### src/rtl/vbs_pkg.sv
package vbs_pkg;

    typedef logic [1:0] band_t;

    typedef struct packed {
        logic  vld;
        band_t code;
    } vote_t;

    localparam int unsigned EDGE_LO_MHZ  = 28;
    localparam int unsigned EDGE_MID_MHZ = 56;
    localparam int unsigned EDGE_HI_MHZ  = 112;
    localparam int unsigned PIX_PER_CHAR = 12;
    localparam int unsigned LINES_AVG    = 4;

    // num = ref_MHz * horr * 12 * 4 ; sum = four line periods in ref cycles
    function automatic band_t classify(input logic [31:0] num, input logic [31:0] sum);
        band_t b;
        if (num >= EDGE_HI_MHZ * sum)       b = 2'd3;
        else if (num >= EDGE_MID_MHZ * sum) b = 2'd2;
        else if (num >= EDGE_LO_MHZ * sum)  b = 2'd1;
        else                                b = 2'd0;
        return b;
    endfunction

endpackage

### src/rtl/vbs_edge_sync.sv
module vbs_edge_sync #(
    parameter int STAGES = 2
) (
    input  logic clk,
    input  logic rst,
    input  logic din,
    output logic rise
);
    logic [STAGES:0] sh;

    always_ff @(posedge clk) begin
        if (rst) sh <= '0;
        else     sh <= {sh[STAGES-1:0], din};
    end

    assign rise = sh[STAGES-1] & ~sh[STAGES];
endmodule

### src/rtl/vbs_period_meter.sv
module vbs_period_meter #(
    parameter int TIMEOUT = 65536,
    parameter int CW      = $clog2(TIMEOUT + 1),
    parameter int SW      = CW + 2
) (
    input  logic          clk,
    input  logic          rst,
    input  logic          en,
    input  logic          rise,
    output logic          sum_vld,
    output logic [SW-1:0] sum,
    output logic          sync_ok,
    output logic          restart
);
    logic [CW-1:0] cnt;
    logic [SW-1:0] acc;
    logic [1:0]    nper;
    logic [SW-1:0] acc_next;

    assign acc_next = acc + SW'(cnt);

    always_ff @(posedge clk) begin
        if (rst) begin
            cnt     <= '0;
            acc     <= '0;
            nper    <= '0;
            sum     <= '0;
            sum_vld <= 1'b0;
            sync_ok <= 1'b0;
            restart <= 1'b0;
        end else begin
            sum_vld <= 1'b0;
            restart <= 1'b0;
            if (!en) begin
                cnt     <= '0;
                acc     <= '0;
                nper    <= '0;
                sync_ok <= 1'b0;
            end else if (rise) begin
                cnt     <= CW'(1);
                sync_ok <= 1'b1;
                if (sync_ok) begin
                    if (nper == 2'(vbs_pkg::LINES_AVG - 1)) begin
                        sum     <= acc_next;
                        sum_vld <= 1'b1;
                        acc     <= '0;
                        nper    <= '0;
                    end else begin
                        acc  <= acc_next;
                        nper <= nper + 2'd1;
                    end
                end
            end else if (cnt == CW'(TIMEOUT)) begin
                if (sync_ok) restart <= 1'b1;
                sync_ok <= 1'b0;
                acc     <= '0;
                nper    <= '0;
            end else begin
                cnt <= cnt + CW'(1);
            end
        end
    end

    AST_LOSS_CLEARS_SYNC: assert property (@(posedge clk) disable iff (rst)
        restart |-> !sync_ok);
    AST_SYNC_NEEDS_EDGE: assert property (@(posedge clk) disable iff (rst)
        $rose(sync_ok) |-> $past(rise));
    AST_SUM_BOUNDED: assert property (@(posedge clk) disable iff (rst)
        sum_vld |-> (sum >= SW'(4) && sum <= SW'(4 * TIMEOUT)));
    AST_OFF_NO_SYNC: assert property (@(posedge clk) disable iff (rst)
        !en |=> !sync_ok);
endmodule

### src/rtl/vbs_band_vote.sv
module vbs_band_vote #(
    parameter int REF_MHZ = 50,
    parameter int SW      = 19
) (
    input  logic          clk,
    input  logic          rst,
    input  logic          en,
    input  logic          restart,
    input  logic          sum_vld,
    input  logic [SW-1:0] sum,
    input  logic [7:0]    horr,
    output vbs_pkg::band_t band,
    output logic          band_valid
);
    import vbs_pkg::*;

    localparam int unsigned SCALE = PIX_PER_CHAR * LINES_AVG;

    vote_t       hist;
    band_t       dec;
    logic [31:0] num;

    assign num = 32'(REF_MHZ) * 32'(horr) * 32'(SCALE);
    assign dec = classify(num, 32'(sum));

    always_ff @(posedge clk) begin
        if (rst) begin
            band       <= '0;
            band_valid <= 1'b0;
            hist       <= '0;
        end else begin
            band_valid <= 1'b0;
            if (!en || restart) begin
                hist.vld <= 1'b0;
            end else if (sum_vld) begin
                if (hist.vld && hist.code == dec) begin
                    band       <= dec;
                    band_valid <= 1'b1;
                end
                hist <= '{vld: 1'b1, code: dec};
            end
        end
    end

    AST_BAND_MOVES_ON_VOTE: assert property (@(posedge clk) disable iff (rst)
        (band != $past(band)) |-> band_valid);
    AST_QUIET_AFTER_CLEAR: assert property (@(posedge clk) disable iff (rst)
        (!en || restart) |=> !band_valid);
    AST_HOLD_ON_LOSS: assert property (@(posedge clk) disable iff (rst)
        restart |=> $stable(band));
endmodule

### src/rtl/vco_band_sel.sv
module vco_band_sel #(
    parameter int REF_MHZ = 50,
    parameter int TIMEOUT = 65536
) (
    input  logic       clk,
    input  logic       rst,
    input  logic       enable,
    input  logic       hsync,
    input  logic [7:0] horr,
    output logic [1:0] band,
    output logic       sync_ok,
    output logic       band_valid
);
    localparam int CW = $clog2(TIMEOUT + 1);
    localparam int SW = CW + 2;

    logic          rise;
    logic          sum_vld;
    logic [SW-1:0] sum;
    logic          restart;

    vbs_edge_sync #(.STAGES(2)) u_sync (
        .clk  (clk),
        .rst  (rst),
        .din  (hsync),
        .rise (rise)
    );

    vbs_period_meter #(.TIMEOUT(TIMEOUT), .CW(CW), .SW(SW)) u_meter (
        .clk     (clk),
        .rst     (rst),
        .en      (enable),
        .rise    (rise),
        .sum_vld (sum_vld),
        .sum     (sum),
        .sync_ok (sync_ok),
        .restart (restart)
    );

    vbs_band_vote #(.REF_MHZ(REF_MHZ), .SW(SW)) u_vote (
        .clk        (clk),
        .rst        (rst),
        .en         (enable),
        .restart    (restart),
        .sum_vld    (sum_vld),
        .sum        (sum),
        .horr       (horr),
        .band       (band),
        .band_valid (band_valid)
    );
endmodule

### config.mk
export PLATFORM = sky130hd
export DESIGN_NAME = vco_band_sel
export DESIGN_NICKNAME = d
export VERILOG_FILES = /design/src/rtl/vbs_pkg.sv /design/src/rtl/vbs_edge_sync.sv /design/src/rtl/vbs_period_meter.sv /design/src/rtl/vbs_band_vote.sv /design/src/rtl/vco_band_sel.sv
export SDC_FILE = /design/constraint.sdc
export NUM_CORES = 1
export LEC_CHECK = 0
export BUFFER_PORTS_ARGS = -buffer_cell sky130_fd_sc_hd__buf_2
export CAP_MARGIN = 10
export CELL_PAD_IN_SITES_DETAIL_PLACEMENT = 2
export CELL_PAD_IN_SITES_GLOBAL_PLACEMENT = 2
export CORE_MARGIN = 2
export CORE_UTILIZATION = 41
export CTS_CLUSTER_SIZE = 10
export DETAILED_ROUTE_END_ITERATION = 8
export PLACE_DENSITY_LB_ADDON = 0.05
export RECOVER_POWER = 25
export SETUP_SLACK_MARGIN = 0.5
export SYNTH_ARGS = -nofsm -noshare
export SYNTH_HDL_FRONTEND = slang
export SYNTH_SLANG_ARGS = --single-unit
### constraint.sdc
create_clock -name clk -period 6.38 [get_ports clk]
set_input_delay 0 -clock clk [delete_from_list [all_inputs] [get_ports clk]]
set_output_delay 0 -clock clk [all_outputs]
set_load 0.02 [all_outputs]
==> reports/metrics.json <==
{
  "vias": 5982,
  "synth_simple_gate_area_frac": 0.170,
  "arrival_ps": 5880,
  "holdCritPathClass": "input port to flip-flop",
  "number_of_failing_hold_endpoints_at_the_final_stage": 0,
  "postSynth.asyncResetShare": 0,
  "syn-num-nets": 957,
  "synth-edff-count": 0,
  "utilization": 0.461,
  "routed_wl_per_cell_um": 19.2,
  "timing.rr.start": "u_meter.sum[6]$_SDFFE_PP0P_",
  "pwr_density_cell_nw_per_um2": 365,
  "yosys.area_share.adder": 0.296,
  "synthXorXnorAreaFrac": 0.0779,
  "drc_violations_left": 0,
  "syn-mean-instance-area_um2": 8.67,
  "critical_path_class": "input port to flip-flop",
  "path_common_cell": "ha_1",
  "initialDrtViolationCount": 161,
  "final_net_count": 974,
  "globalRouteTotalUtil": 0.227,
  "drt_first_pass_iters": 4,
  "clkSlewWorstSetupHoldPaths_ps": 60,
  "hold-worst-slack_ps": 203,
  "critical-path-max-stage-delay_ps": 500,
  "syn2layout_area_growth_pct": 10.4,
  "place.detailed.instances": 1018,
  "relSlewSlack": -0.0500,
  "fin_tns_setup_ps": 0,
  "cell_at_the_root_of_the_clock_tree": "clkbuf_16",
  "core_region_area_um2": 16500,
  "max-cap-violations": 1,
  "die_w_um": 134,
  "timing.critical_path.from_type": "input port",
  "htree_num_levels": 3,
  "cts_made_buffers": 9,
  "yosys_most_used_dff": "dfxtp_1",
  "buffer_ports.inserted": 15,
  "antenna_found_initial": 0,
  "post_route_cells_drive_above_1_share": 0.0856,
  "grt_pass1_wl_um": 32900,
  "pin_count": 16,
  "clock-sinks": 69,
  "worst_hold_path_startpoint": "enable",
  "violations": "max-capacitance violations, max-slew violations",
  "grt_setup_unrepaired": "false",
  "place_ws_ps": -195,
  "synth_top_cell_by_area": "ha_1",
  "dieArea_um2": 17900,
  "placedInstanceArea_um2": 7210,
  "synth_area_um2": 6900,
  "synth_top_cells_by_count": "ha_1 (125), nand2_1 (70), dfxtp_1 (69)",
  "finished_cell_area_um2": 7620,
  "dominant_combinational_cell_family_by_area_after_synthesis": "adder cells",
  "cts_tree": "yes",
  "yosysWarningCount": 0,
  "post_synth_main_area_contributors": "ha_1 (23%), dfxtp_1 (20%), fa_1 (7.0%), a21oi_1 (4.8%), xnor2_1 (4.1%)",
  "clock_path_buffers": 2,
  "worst_skew_pair.late_latency_ps": 350,
  "grt_max_degree": 33,
  "number_of_failing_setup_endpoints_in_the_final_timing_report": 0,
  "ant_nets": 0,
  "antennaDiodeCount": 0,
  "endpoint_kind": "flip-flop",
  "vias_per_cell": 5.76,
  "finalWeightedCongestion": 0.816,
  "critical_path.max_fanout": 4,
  "worst_pin_slew_ps": 1580,
  "final_cell_count_no_fill": 1038,
  "min_period_ps": 5730,
  "yosys.cell_count.top_type": "ha_1",
  "critical_path_required_ps": 6530,
  "design_power_total_mw": 2.78,
  "leak_nw": 3.44,
  "ys_types": 69,
  "gr-total-overflow": 0,
  "synth_top_cell_area_share": 0.227,
  "finalCritPeriodShare": 0.898,
  "fin_skew_ps": 8.59,
  "irDropWorstVdd_uv": 277,
  "max_clock_freq_mhz": 174,
  "die_height_um": 134,
  "synthMuxAreaShare": 0.00924,
  "initial_core_util": 0.418,
  "synth_compound_gate_area_share": 0.212,
  "synthCells": 796,
  "via_count_of_the_first_global_routing_pass": 6790,
  "yosys_register_bits": 69,
  "run_status": "complete, but fails checks",
  "hold_end": "u_meter.sum[18]$_SDFFE_PP0P_",
  "worst_r2r_path_cells": 21,
  "floorplan.rows": 47,
  "layout_setup_ws_ps": 649,
  "worst_hold_path.num_cells": 5,
  "fillerInstances": 1820,
  "final-max-slew-violation-count": 33,
  "synth-seq-area-share": 0.200,
  "routed_wirelength_um": 19900,
  "regToRegEndpoint": "u_vote.band[1]$_SDFFE_PP0P_",
  "dp_hpwl_um": 16100,
  "crit_path_top_delay_cell": "fa_1",
  "reg2reg_slack_ps": 860
}
-- registers in the layout (all words and copies together) (netlist names) --
signal             count
u_meter.acc           19
u_meter.cnt           17
u_meter.nper           2
u_meter.restart        1
u_meter.sum           19
u_meter.sum_vld        1
u_meter.sync_ok        1
u_sync.sh              3
u_vote.band            2
u_vote.band_valid      1
u_vote.hist            3
-- how the worst max path moves through the flow --
stage                     startpoint                     endpoint  slack [ps]  depth (start not counted)
after floorplan              horr[0]  u_vote.band[0]$_SDFFE_PP0P_         890                         24
after global placement       horr[0]  u_vote.band[0]$_SDFFE_PP0P_         280                         25
after detailed placement     horr[2]  u_vote.band[0]$_SDFFE_PP0P_        -190                         29
after CTS                    horr[2]  u_vote.band[0]$_SDFFE_PP0P_         480                         29
after global routing         horr[0]  u_vote.band[1]$_SDFFE_PP0P_         320                         29
final                        horr[2]  u_vote.band[1]$_SDFFE_PP0P_         650                         29
-- cell usage in the layout (no fill, tap or decap), types with 5 or more instances in the layout --
cell       count
xnor2_1       30
a32o_1         6
nand2b_1       6
xor2_1        24
nor2b_1       11
a31oi_1        5
nor3b_1        7
fa_1          23
nor2_1        56
inv_1         48
nand3_1       17
dfxtp_1       69
nor3_1        13
a211o_1        6
buf_2         10
clkbuf_16      9
a21oi_1       60
o21ai_0       21
ha_1         123
nand4_1        7
nand2_1       70
a21oi_2        5
o21bai_1      14
clkbuf_1       6
or3_1         12
or2_2          5
a22oi_1       10
and3_1        11
o21a_1         8
a21o_1        24
a211oi_1      10
-- layout make-up --
| cell class | instances | area (µm²) | share of cell area |
|---|---|---|---|
| timing repair buffer | 21 | 113 | 0.0148 |
| sequential | 69 | 1380 | 0.181 |
| tap | 220 | 275 | 0.0361 |
| multi-input combinational | 664 | 5370 | 0.705 |
| clock inverter | 6 | 62.6 | 0.00821 |
| inverter | 48 | 180 | 0.0236 |
| clock buffer | 10 | 239 | 0.0314 |
-- worst max-delay path: cells and delay by family --
kind | cells | cell delay, ps
buffers and inverters | 5 | 500
and+or+nand+nor | 1 | 80
adders and majority gates | 6 | 2090
xor gates and xnor gates | 2 | 430
AOI/OAI and AO/OA | 15 | 2790
-- cells by family after synthesis --
family | after synthesis
mux | 6
fa+ha+maj | 149
flops | 69
xor+xnor | 59
compound gates | 213
simple gates | 237
buf+inv | 63
-- where the power goes --
part	switching, mW	internal, mW
sequential	0.00204	0.432
clock	0.201	0.312
combinational	1.04	0.790
total	1.25	1.53
-- metal layers --
metal | part of all wire | vias to the layer above | routed length (µm) | track usage
li1 | - | 2926 | - | -
met4 | 0.020 | 0 | 400 | 0.0626
met3 | 0.018 | 24 | 361 | 0.0346
met5 | 0 | - | 0 | 0
met1 | 0.42 | 2990 | 8340 | 0.246
met2 | 0.54 | 42 | 10800 | 0.450
-- what timing repair did --
action	4_1_cts	5_1_grt
endpoints found under the setup margin	5	5
gates resized for setup	8	13
hold buffers	1	0
pin swaps	1	7
setup buffers	1	2
endpoints found under the hold margin	1	0
No activity file was read; power rests on OpenSTA's default activity.
